File: src/rtl/bch_par_pkg.sv
// Package: shared constants, field arithmetic and generator construction
// for the BCH sector parity generator. The generator polynomial is derived
// at elaboration time from the field polynomial, so no table is written out.
package bch_par_pkg;

    localparam int          GF_M       = 13;
    localparam int          GF_ORDER   = 8191;
    localparam logic [13:0] FIELD_POLY = 14'h201B;
    localparam int          MAX_PAR_W  = 104;

    typedef enum logic [1:0] {
        ST_IDLE  = 2'd0,
        ST_FILL  = 2'd1,
        ST_DRAIN = 2'd2
    } seq_state_t;

    // Erased-sector masks, one list per strength, byte 0 first.
    localparam logic [0:6][7:0]  MASK_T4 = {8'h28, 8'h13, 8'hCC, 8'h39,
                                            8'h96, 8'hAC, 8'h7F};
    localparam logic [0:12][7:0] MASK_T8 = {8'hEF, 8'h51, 8'h2E, 8'h09,
                                            8'hED, 8'h93, 8'h9A, 8'hC2,
                                            8'h97, 8'h79, 8'hE5, 8'h24,
                                            8'hB5};

    // Multiply two GF(2^13) elements, reducing by the field polynomial.
    function automatic logic [12:0] gf_mul(input logic [12:0] a,
                                           input logic [12:0] b);
        logic [13:0] sh;
        logic [12:0] acc;
        acc = '0;
        sh  = {1'b0, a};
        for (int i = 0; i < GF_M; i++) begin
            if (b[i]) acc ^= sh[12:0];
            sh = sh << 1;
            if (sh[13]) sh ^= FIELD_POLY;
        end
        return acc;
    endfunction

    // Binary generator polynomial: product of the minimal polynomials of
    // alpha^i for odd i below 2t, each cyclotomic coset taken once.
    function automatic logic [104:0] gen_poly(input int t);
        logic [104:0]      g;
        logic [104:0]      prod;
        logic [13:0][12:0] c;
        logic [12:0]       root;
        int                e;
        int                mn;
        g = 105'd1;
        for (int i = 1; i < 2 * t; i += 2) begin
            e  = i;
            mn = i;
            for (int j = 0; j < GF_M; j++) begin
                e = (e * 2) % GF_ORDER;
                if (e < mn) mn = e;
            end
            if (mn == i) begin
                root = 13'd1;
                for (int k = 0; k < i; k++) root = gf_mul(root, 13'd2);
                c    = '0;
                c[0] = 13'd1;
                for (int j = 0; j < GF_M; j++) begin
                    for (int k = GF_M; k >= 1; k--)
                        c[k] = c[k-1] ^ gf_mul(c[k], root);
                    c[0] = gf_mul(c[0], root);
                    root = gf_mul(root, root);
                end
                prod = '0;
                for (int k = 0; k <= GF_M; k++)
                    if (c[k][0]) prod ^= (g << k);
                g = prod;
            end
        end
        return g;
    endfunction

endpackage

File: src/rtl/bch_byte_lfsr.sv
// Module: byte-parallel polynomial divider.
// Absorbs one data byte per enabled cycle, bit 7 first, into a PAR_W-bit
// remainder of data(x)*x^PAR_W mod g(x). Assumes GEN_LOW holds g(x) without
// its leading term. The next remainder is exported so that a caller can
// capture it on the same edge as the final byte.
module bch_byte_lfsr #(
    parameter int               PAR_W   = 104,
    parameter logic [PAR_W-1:0] GEN_LOW = '0
) (
    input  logic             clk,
    input  logic             rst_n,
    input  logic             clear,
    input  logic             shift_en,
    input  logic [7:0]       din,
    output logic [PAR_W-1:0] rem_next
);

    logic [PAR_W-1:0] rem_q;
    logic [PAR_W-1:0] work;
    logic             fb;

    // Unroll eight serial division steps into one cycle.
    always_comb begin
        work = rem_q;
        fb   = 1'b0;
        for (int b = 7; b >= 0; b--) begin
            fb   = din[b] ^ work[PAR_W-1];
            work = {work[PAR_W-2:0], 1'b0} ^ (fb ? GEN_LOW : '0);
        end
        rem_next = work;
    end

    // Remainder register: cleared on request, advanced per accepted byte.
    always_ff @(posedge clk) begin
        if (!rst_n || clear) rem_q <= '0;
        else if (shift_en)   rem_q <= rem_next;
    end

endmodule

File: src/rtl/bch_sector_seq.sv
// Module: sector and page sequencer.
// Counts accepted bytes per sector, switches between filling and draining,
// walks the parity read index and steps through the sectors of a page.
// Assumes SECTORS >= 2 and NBYTES >= 2.
module bch_sector_seq
    import bch_par_pkg::*;
#(
    parameter int SECTOR_BYTES = 512,
    parameter int SECTORS      = 4,
    parameter int NBYTES       = 13,
    localparam int CNT_W       = $clog2(SECTOR_BYTES),
    localparam int IDX_W       = $clog2(NBYTES),
    localparam int SEC_W       = $clog2(SECTORS)
) (
    input  logic             clk,
    input  logic             rst_n,
    input  logic             start,
    input  logic             in_valid,
    input  logic             par_rd,
    output logic             in_ready,
    output logic             done,
    output logic             lfsr_clear,
    output logic             lfsr_shift,
    output logic             freeze,
    output logic             out_shift,
    output logic             par_last,
    output logic [IDX_W-1:0] rd_idx,
    output logic [SEC_W-1:0] sec_idx
);

    localparam logic [CNT_W-1:0] LAST_CNT = CNT_W'(SECTOR_BYTES - 1);
    localparam logic [IDX_W-1:0] LAST_IDX = IDX_W'(NBYTES - 1);
    localparam logic [SEC_W-1:0] LAST_SEC = SEC_W'(SECTORS - 1);

    seq_state_t       state;
    logic [CNT_W-1:0] byte_cnt;
    logic             accept;
    logic             last_byte;
    logic             rd_ok;

    // Handshake and control strobes decoded from the state.
    always_comb begin
        in_ready   = (state == ST_FILL);
        done       = (state == ST_DRAIN);
        accept     = in_ready && in_valid;
        last_byte  = (byte_cnt == LAST_CNT);
        freeze     = accept && last_byte;
        lfsr_shift = accept && !last_byte;
        lfsr_clear = start || freeze;
        rd_ok      = done && par_rd;
        out_shift  = rd_ok;
        par_last   = done && (rd_idx == LAST_IDX);
    end

    // State, byte counter, read index and sector counter.
    always_ff @(posedge clk) begin
        if (!rst_n) begin
            state    <= ST_IDLE;
            byte_cnt <= '0;
            rd_idx   <= '0;
            sec_idx  <= '0;
        end else if (start) begin
            state    <= ST_FILL;
            byte_cnt <= '0;
            rd_idx   <= '0;
            sec_idx  <= '0;
        end else begin
            case (state)
                ST_FILL: begin
                    if (accept) begin
                        if (last_byte) begin
                            state    <= ST_DRAIN;
                            byte_cnt <= '0;
                            rd_idx   <= '0;
                        end else begin
                            byte_cnt <= byte_cnt + 1'b1;
                        end
                    end
                end
                ST_DRAIN: begin
                    if (rd_ok) begin
                        if (rd_idx == LAST_IDX) begin
                            rd_idx <= '0;
                            if (sec_idx == LAST_SEC) begin
                                state   <= ST_IDLE;
                                sec_idx <= '0;
                            end else begin
                                state   <= ST_FILL;
                                sec_idx <= sec_idx + 1'b1;
                            end
                        end else begin
                            rd_idx <= rd_idx + 1'b1;
                        end
                    end
                end
                default: state <= ST_IDLE;
            endcase
        end
    end

endmodule

File: src/rtl/bch_parity_drain.sv
// Module: parity output stage.
// Captures the left-justified remainder when a sector completes, shifts it
// out one byte per read, and XORs the visible byte with the mask chosen by
// the correction strength and the read index.
module bch_parity_drain
    import bch_par_pkg::*;
#(
    parameter int T_CORR = 8,
    localparam int PAR_W  = 13 * T_CORR,
    localparam int NBYTES = (PAR_W + 7) / 8,
    localparam int PAD_W  = NBYTES * 8 - PAR_W,
    localparam int IDX_W  = $clog2(NBYTES)
) (
    input  logic             clk,
    input  logic             rst_n,
    input  logic             freeze,
    input  logic             out_shift,
    input  logic [PAR_W-1:0] rem_in,
    input  logic [IDX_W-1:0] rd_idx,
    output logic [7:0]       par_data
);

    logic [NBYTES*8-1:0] padded;
    logic [NBYTES*8-1:0] hold;
    logic [7:0]          mask_byte;

    // Left-justify the remainder, with zero padding only when needed.
    generate
        if (PAD_W > 0) begin : g_pad
            assign padded = {rem_in, {PAD_W{1'b0}}};
        end else begin : g_nopad
            assign padded = rem_in;
        end
    endgenerate

    // Mask list picked by strength.
    generate
        if (T_CORR == 4) begin : g_mask4
            assign mask_byte = MASK_T4[rd_idx];
        end else begin : g_mask8
            assign mask_byte = MASK_T8[rd_idx];
        end
    endgenerate

    // Parity hold register: load on freeze, shift a byte per read.
    always_ff @(posedge clk) begin
        if (!rst_n)         hold <= '0;
        else if (freeze)    hold <= padded;
        else if (out_shift) hold <= hold << 8;
    end

    // Visible byte is the top of the hold register, masked.
    assign par_data = hold[NBYTES*8-1 -: 8] ^ mask_byte;

endmodule

File: src/rtl/bch_sector_parity.sv
// Module: top of the BCH sector parity generator.
// Streams the bytes of one page through a byte-parallel divider, then
// presents each sector's masked parity for reading. T_CORR selects 4 or 8
// bit correction; the generator is computed from it at elaboration.
module bch_sector_parity
    import bch_par_pkg::*;
#(
    parameter int T_CORR       = 8,
    parameter int SECTOR_BYTES = 512,
    parameter int SECTORS      = 4,
    localparam int PAR_W       = 13 * T_CORR,
    localparam int NBYTES      = (PAR_W + 7) / 8,
    localparam int IDX_W       = $clog2(NBYTES),
    localparam int SEC_W       = $clog2(SECTORS),
    localparam logic [104:0]     GEN_FULL = gen_poly(T_CORR),
    localparam logic [PAR_W-1:0] GEN_LOW  = GEN_FULL[PAR_W-1:0]
) (
    input  logic             clk,
    input  logic             rst_n,
    input  logic             start,
    input  logic             in_valid,
    input  logic [7:0]       in_data,
    output logic             in_ready,
    output logic             done,
    output logic [7:0]       par_data,
    output logic             par_last,
    input  logic             par_rd,
    output logic [SEC_W-1:0] sec_idx
);

    logic             lfsr_clear;
    logic             lfsr_shift;
    logic             freeze;
    logic             out_shift;
    logic [IDX_W-1:0] rd_idx;
    logic [PAR_W-1:0] rem_next;

    bch_sector_seq #(
        .SECTOR_BYTES(SECTOR_BYTES),
        .SECTORS     (SECTORS),
        .NBYTES      (NBYTES)
    ) u_seq (
        .clk       (clk),
        .rst_n     (rst_n),
        .start     (start),
        .in_valid  (in_valid),
        .par_rd    (par_rd),
        .in_ready  (in_ready),
        .done      (done),
        .lfsr_clear(lfsr_clear),
        .lfsr_shift(lfsr_shift),
        .freeze    (freeze),
        .out_shift (out_shift),
        .par_last  (par_last),
        .rd_idx    (rd_idx),
        .sec_idx   (sec_idx)
    );

    bch_byte_lfsr #(
        .PAR_W  (PAR_W),
        .GEN_LOW(GEN_LOW)
    ) u_lfsr (
        .clk     (clk),
        .rst_n   (rst_n),
        .clear   (lfsr_clear),
        .shift_en(lfsr_shift),
        .din     (in_data),
        .rem_next(rem_next)
    );

    bch_parity_drain #(
        .T_CORR(T_CORR)
    ) u_drain (
        .clk      (clk),
        .rst_n    (rst_n),
        .freeze   (freeze),
        .out_shift(out_shift),
        .rem_in   (rem_next),
        .rd_idx   (rd_idx),
        .par_data (par_data)
    );

endmodule

File: config.mk
export PLATFORM = sky130hd
export DESIGN_NAME = bch_sector_parity
export DESIGN_NICKNAME = d
export VERILOG_FILES = /design/src/rtl/bch_par_pkg.sv /design/src/rtl/bch_byte_lfsr.sv /design/src/rtl/bch_sector_seq.sv /design/src/rtl/bch_parity_drain.sv /design/src/rtl/bch_sector_parity.sv
export SDC_FILE = /design/constraint.sdc
export NUM_CORES = 1
export LEC_CHECK = 0
export CORE_MARGIN = 3
export CORE_UTILIZATION = 43
export CTS_CLUSTER_DIAMETER = 40
export DETAILED_ROUTE_END_ITERATION = 10
export DONT_BUFFER_PORTS = 1
export GPL_TIMING_DRIVEN = 0
export PLACE_DENSITY = 0.68
export SLEW_MARGIN = 20
export SYNTH_ARGS = -nofsm -noshare
export SYNTH_HDL_FRONTEND = slang
export SYNTH_SLANG_ARGS = --single-unit
File: constraint.sdc
create_clock -name clk -period 3.2 [get_ports clk]
set_clock_uncertainty 0.05 [all_clocks]
set_input_delay 0.32 -clock clk [delete_from_list [all_inputs] [get_ports clk]]
set_output_delay 0.32 -clock clk [all_outputs]
set_load 0.05 [all_outputs]
==> flow_metrics.tcl, run 1 <==
set metrics [dict create \
    power_mw 8.107 \
    ys_ff_latch 225 \
    fin_crit_sh_pct 98.26 \
    maxSlewViolCount 0 \
    rsz0062_at_grt "no" \
    fin_area_mm2 0.01277 \
    vias_per_cell 5.812 \
    grt_overflow 0 \
    place_ws_ns -0.2836 \
    post_cts_buffers 0 \
    tightest_slew_ns 1.251 \
    holdCritStartpoint "par_rd" \
    maxSlewHeadroom_pct 15.98 \
    worst-path-buf-inv 0 \
    rows 58 \
    nets 1390 \
    period_minus_slack_ns 3.144 \
    synth_edf_count 0 \
    clock.fmax_mhz 318.0 \
    cp_top_family "XOR/XNOR gates" \
    cp.required_ns 3.59 \
    root_buffer "clkbuf_16" \
    crit_type "register to register" \
    num_antenna_cells 0 \
    routed_wl_mm 36.83 \
    grt_util_all_layers_pct 25.52 \
    worst_setup_path_start_kind "register" \
    hold_depth 4 \
    reg2reg_slack_ns 0.06 \
    whs_ns 0.08144 \
    path_cells "xor2_2 -> xnor3_2 -> xor2_1 -> xnor2_1 -> o211a_1" \
    htree_levels 1 \
    cts.sinks 225 \
    r2r_start "u_lfsr.rem_q[97]" \
    clkLatencyLatePin_ns 0.55 \
    slowest_stage "xnor3_2" \
    worstPathArrival_ns 3.53 \
    drv_cap 0 \
    whs_endpoint "u_seq.state[1]" \
    syn-instance-count 1329 \
    hp-class "input pin to register" \
    final_common_cell "nand2_1" \
    ys_seq_area_share_pct 40.25 \
    leakagePower_nw 5.371 \
    synth_top_area_cell "dfxtp_1" \
    vdd_ir_drop_max_mv 0.4191 \
    fill_cells 2412 \
    drc_errors 0 \
    drt_iter0_markers 1249 \
    cts_tree "done" \
    dieArea_mm2 0.02800 \
    firstDrtPassIters 6 \
    end_kind "register" \
    synth.distinct_cells 40 \
    grt_pass1_wl_mm 56.22 \
    die_y_um 167.3 \
    floorplan.initialDensity_pct 44.06 \
    reg2reg_depth 5 \
    avgSynthCellArea_um2 8.420 \
    core_mm2 0.02540 \
    vias 9967 \
    area_growth_pct 14.16 \
    async_reset_ff_share_pct 0 \
    ys.flop_type "dfxtp_1" \
    mostFrequentLayoutCells "nand2_1 (325), dfxtp_1 (225), xnor2_1 (143)" \
    setup_ws_ns 0.05557 \
    worst-path-max-fanout 7 \
    yosysWarnings 0 \
    netlist.area_leader.share_pct 40.25 \
    cts_buffers 31 \
    clk_path_buf_depth 3 \
    place_hpwl_mm 25.50 \
    finalSetupViolations 0 \
    detail-route-antenna-nets 0 \
    gp_congestion 0.9454 \
    routedWlPerCell_um 21.47 \
    drive_above_1_share_pct 8.014 \
    postPlaceCellArea_mm2 0.01163 \
    r2r_end "u_drain.hold[96]" \
    io_pins 26 \
    synth_area_mm2 0.01119 \
    powerDensity_mw_per_mm2 634.6 \
    run_status "finished, final reports clean" \
    portBuffers 0 \
    clk_pin_slew_worst_paths_ns 0.06 \
    antenna_found_initial 0 \
    die_w_um 167.3 \
    grt_pass1_vias 9371 \
    netlist_top_cells_area "dfxtp_1 (40%), xnor2_1 (11%), nand2_1 (11%)" \
    synth_nets 1355 \
    grt_max_degree 16 \
    max_stage_delay_ns 0.73 \
    hold_viol_final 0 \
]
Yosys cell counts (2+ instances only):
cell type and instances:
nand3b_1 4, a211oi_1 4, buf_1 10, a21oi_1 105, ha_1 13, mux2i_1 2, nand2_1 325, clkbuf_1 82
a22oi_1 35, a21boi_0 5, xnor2_4 9, xnor3_2 2, a22o_1 9, xnor2_1 146, xor2_2 5, xor2_1 42
o22ai_1 10, nor2_1 63, nand3_1 76, o211a_1 68, nor2b_1 3, nor3_1 7, and2_1 7, inv_1 7
dfxtp_1 225, and3_1 12, o21ai_0 28, xnor2_2 7, buf_4 2, nand2b_1 2, o21ai_1 5
worst min-delay path, stage by stage:
cell	delay, ns
nand2_1	0.04
a21oi_1	0.09
mux2i_1	0.13
nor2_1	0.07
sequential cells by signal, summed over array words and instances, names as in the netlist:
| signal | flops |
|---|---|
| u_seq.byte_cnt | 9 |
| u_seq.rd_idx | 4 |
| u_drain.hold | 104 |
| u_seq.sec_idx | 2 |
| u_lfsr.rem_q | 104 |
| u_seq.state | 2 |
through the flow:
step	std cells	TNS, ns	utilization (%)
CTS	1715	0	50.04
floorplan	1329	0	-
global placement	1659	-8.397	45.68
finish	1715	0	50.30
detailed placement	1660	-10.97	45.79
global route	1715	0	50.30
worst max path at each step:
stage	start	to	cells past startpoint
final	u_lfsr.rem_q[97]	u_drain.hold[96]	5
after global routing	u_seq.byte_cnt[0]	u_lfsr.rem_q[87]	11
after CTS	u_seq.byte_cnt[0]	u_lfsr.rem_q[55]	11
after detailed placement	u_seq.byte_cnt[0]	u_seq.byte_cnt[7]	11
after global placement	u_seq.byte_cnt[0]	u_seq.byte_cnt[0]	11
after floorplan	u_seq.byte_cnt[0]	u_lfsr.rem_q[101]	11
report_power, final:
group / switching, mW / internal [mW] / leakage, nW
Combinational: 1.11 / 0.612 / 3.05
Sequential: 0.0331 / 2.84 / 1.81
Clock: 1.33 / 2.17 / 0.511
Total: 2.48 / 5.63 / 5.37
layer usage:
layer | track usage [%] | vias up | wire length (um)
met5 | 0 | - | 0
met4 | 8.822 | 0 | 1409
met3 | 5.406 | 96 | 3663
met2 | 38.73 | 502 | 16080
met1 | 36.17 | 4834 | 15680
li1 | - | 4535 | -
area by class of cell:
| class | instances | area [um^2] | share of cell area (%) |
|---|---|---|---|
| Buffer | 94 | 384.1 | 3.007 |
| Clock buffer | 36 | 824.5 | 6.454 |
| Clock inverter | 18 | 226.5 | 1.773 |
| Inverter | 7 | 26.28 | 0.2057 |
| Multi-Input combinational cell | 1003 | 6375 | 49.90 |
| Sequential cell | 225 | 4504 | 35.26 |
| Tap cell | 330 | 412.9 | 3.232 |
| Timing Repair Buffer | 2 | 21.27 | 0.1665 |
cells by family after synthesis:
group                      synth area share [%]
muxes                                    0.2795
adders and majority gates                 1.454
DFF                                       40.25
buffers and inverters                     3.455
AOI/OAI and AO/OA                         16.63
xor gates and xnor gates                  19.30
and+or+nand+nor                           18.64
timing repair:
action / CTS / global route
setup endpoints to repair: 128 / 131
pin swaps: 0 / 0
hold buffers: 1 / 0
gates resized for setup: 10 / 30
hold endpoints to repair: 1 / 0
(Power assumes the default switching activity.)
==> run 2: changes to the inputs <==
CELL_PAD_IN_SITES_DETAIL_PLACEMENT = 1   (was unset)
CELL_PAD_IN_SITES_GLOBAL_PLACEMENT = 2   (was unset)
CORE_UTILIZATION = 40   (was 43)
PLACE_DENSITY = 0.9   (was 0.68)
==> flow_metrics.tcl, run 2 (synthesis results as in run 1) <==
set metrics [dict create \
    run_status "finished, final reports clean" \
    maxSlewViolCount 0 \
    maxSlewHeadroom_pct 21.09 \
    post_cts_buffers 0 \
    die_y_um 173.3 \
    crit_type "register to register" \
    crit_end "u_drain.hold[62]" \
    stdcell_count 1767 \
    end_kind "register" \
    core_mm2 0.02725 \
    worst-path-max-fanout 10 \
    whs_ns 0.1469 \
    root_buffer "clkbuf_16" \
    clkLatencyLatePin_ns 0.52 \
    setup_ws_ns 0.1070 \
    r2r_end "u_drain.hold[62]" \
    reg_top3 "u_drain.hold (104), u_lfsr.rem_q (104), u_seq.byte_cnt (9)" \
    cts_buffers 37 \
    vdd_ir_drop_max_mv 0.3533 \
    grt_max_degree 12 \
    final_common_cell "nand2_1" \
    seqPwrFrac_pct 32.2 \
    hp-class "input pin to register" \
    gp_congestion 0.8712 \
    crit_start "u_lfsr.rem_q[103]" \
    worstPathArrival_ns 3.45 \
    place_ws_ns -0.4495 \
    grt_util_all_layers_pct 27.26 \
    leakagePower_nw 5.508 \
    clkPwrFrac_pct 47.5 \
    clk_pin_slew_worst_paths_ns 0.05 \
    routed_wl_mm 41.72 \
    cts_tree "done" \
    hold_viol_final 0 \
    drive_above_1_share_pct 9.104 \
    antenna_found_initial 0 \
    vias_per_cell 5.656 \
    power.internal_mw 6.241 \
    grt_pass1_vias 10300 \
    worst_setup_path_start_kind "register" \
    nets 1394 \
    p_sw_mw 2.696 \
    fin_crit_sh_pct 96.66 \
    finalSetupViolations 0 \
    grt_pass1_wl_mm 63.36 \
    die_w_um 173.3 \
    drc_errors 0 \
    grt_overflow 0 \
    io_pins 26 \
    routedWlPerCell_um 23.61 \
    cp.required_ns 3.56 \
    pwr-share-comb_pct 20.3 \
    holdCritStartpoint "par_rd" \
    place_hpwl_mm 29.24 \
    mostFrequentLayoutCells "nand2_1 (324), dfxtp_1 (225), xnor2_1 (141)" \
    drt_iter0_markers 845 \
    powerDensity_mw_per_mm2 681.9 \
    reg2reg_slack_ns 0.11 \
    drv_cap 0 \
    dp_cells 1701 \
    portBuffers 0 \
    detail-route-antenna-nets 0 \
    r2r_start "u_lfsr.rem_q[103]" \
    num_antenna_cells 0 \
    area_growth_pct 17.12 \
    cts.sinks 225 \
    period_minus_slack_ns 3.093 \
    rows 60 \
    vias 9995 \
    clock.fmax_mhz 323.3 \
    swShare_pct 30.17 \
    tightest_slew_ns 1.180 \
    floorplan.initialDensity_pct 41.07 \
    firstDrtPassIters 5 \
    clk_path_buf_depth 3 \
    reg2reg_depth 5 \
    htree_levels 2 \
    dieArea_mm2 0.03002 \
]
-- run 2: cell types whose count changed in the layout (fill, tap and decap cells not counted), moves of 2 or more --
cell       delta
clkbuf_1      -2
clkbuf_2      +5
xnor2_2       +2
clkbuf_16     +8
xnor2_1       -2
bufinv_16     +2
-- run 2: what timing repair did --
action,4_1_cts,5_1_grt
resized for setup,15,35
endpoints found under the hold margin,1,0
endpoints found under the setup margin,171,180
cloned,0,0
hold buffers,1,0
-- run 2: power groups by stage --
stage          clock [mW]  sequential, mW  combinational [mW]
2_1_floorplan           0            2.93                1.20
3_3_place_gp            0            2.93                1.73
3_5_place_dp            0            2.94                1.74
4_1_cts              4.28            2.88                1.76
5_1_grt              4.43            2.88                1.89
6_report             4.25            2.88                1.81
-- run 2: per-stage QoR --
stage	setup TNS, ns	area [um^2]	power, mW	util, %
after floorplan	0	11190	4.123	-
after global placement	-21.15	11660	4.661	42.77
after detailed placement	-23.94	11680	4.673	42.86
after CTS	0	13020	8.918	47.78
after global routing	-0.04185	13110	9.195	48.09
final	0	13110	8.937	48.09
-- run 2: critical path, stage by stage (launching register included) --
cell and delay, ns:
dfxtp_1 0.36, xnor2_4 0.67, xnor2_4 0.35, xor2_1 1.00, xor2_1 0.27, o211a_1 0.29
-- run 2: final cells by class --
class | instances | area [um^2]
multi-input combinational | 1003 | 6411
sequential | 225 | 4504
clock buffer | 48 | 1040
tap | 372 | 465.4
clock inverter | 18 | 262.8
buffer | 93 | 386.6
fill | 3265 | 14140
inverter | 7 | 26.28
timing repair buffer | 1 | 10.01
-- run 2: metal layers --
layer	global-route usage (%)	share of wire, %	routed length [um]
met1	36.21	44	18220
met2	44.86	46	19370
met3	5.212	6.6	2740
met4	8.615	3.3	1382
met5	0	0	0
-- run 2: worst min path at each step --
stage | to | slack [ns] | depth (start not counted)
6_report | u_seq.state[0] | 0.15 | 4
5_1_grt | u_seq.state[1] | 0.16 | 4
4_1_cts | u_seq.state[0] | 0.14 | 4
3_5_place_dp | u_lfsr.rem_q[51] | 0.40 | 2
3_3_place_gp | u_seq.byte_cnt[8] | 0.40 | 2
2_1_floorplan | u_seq.byte_cnt[8] | 0.39 | 2
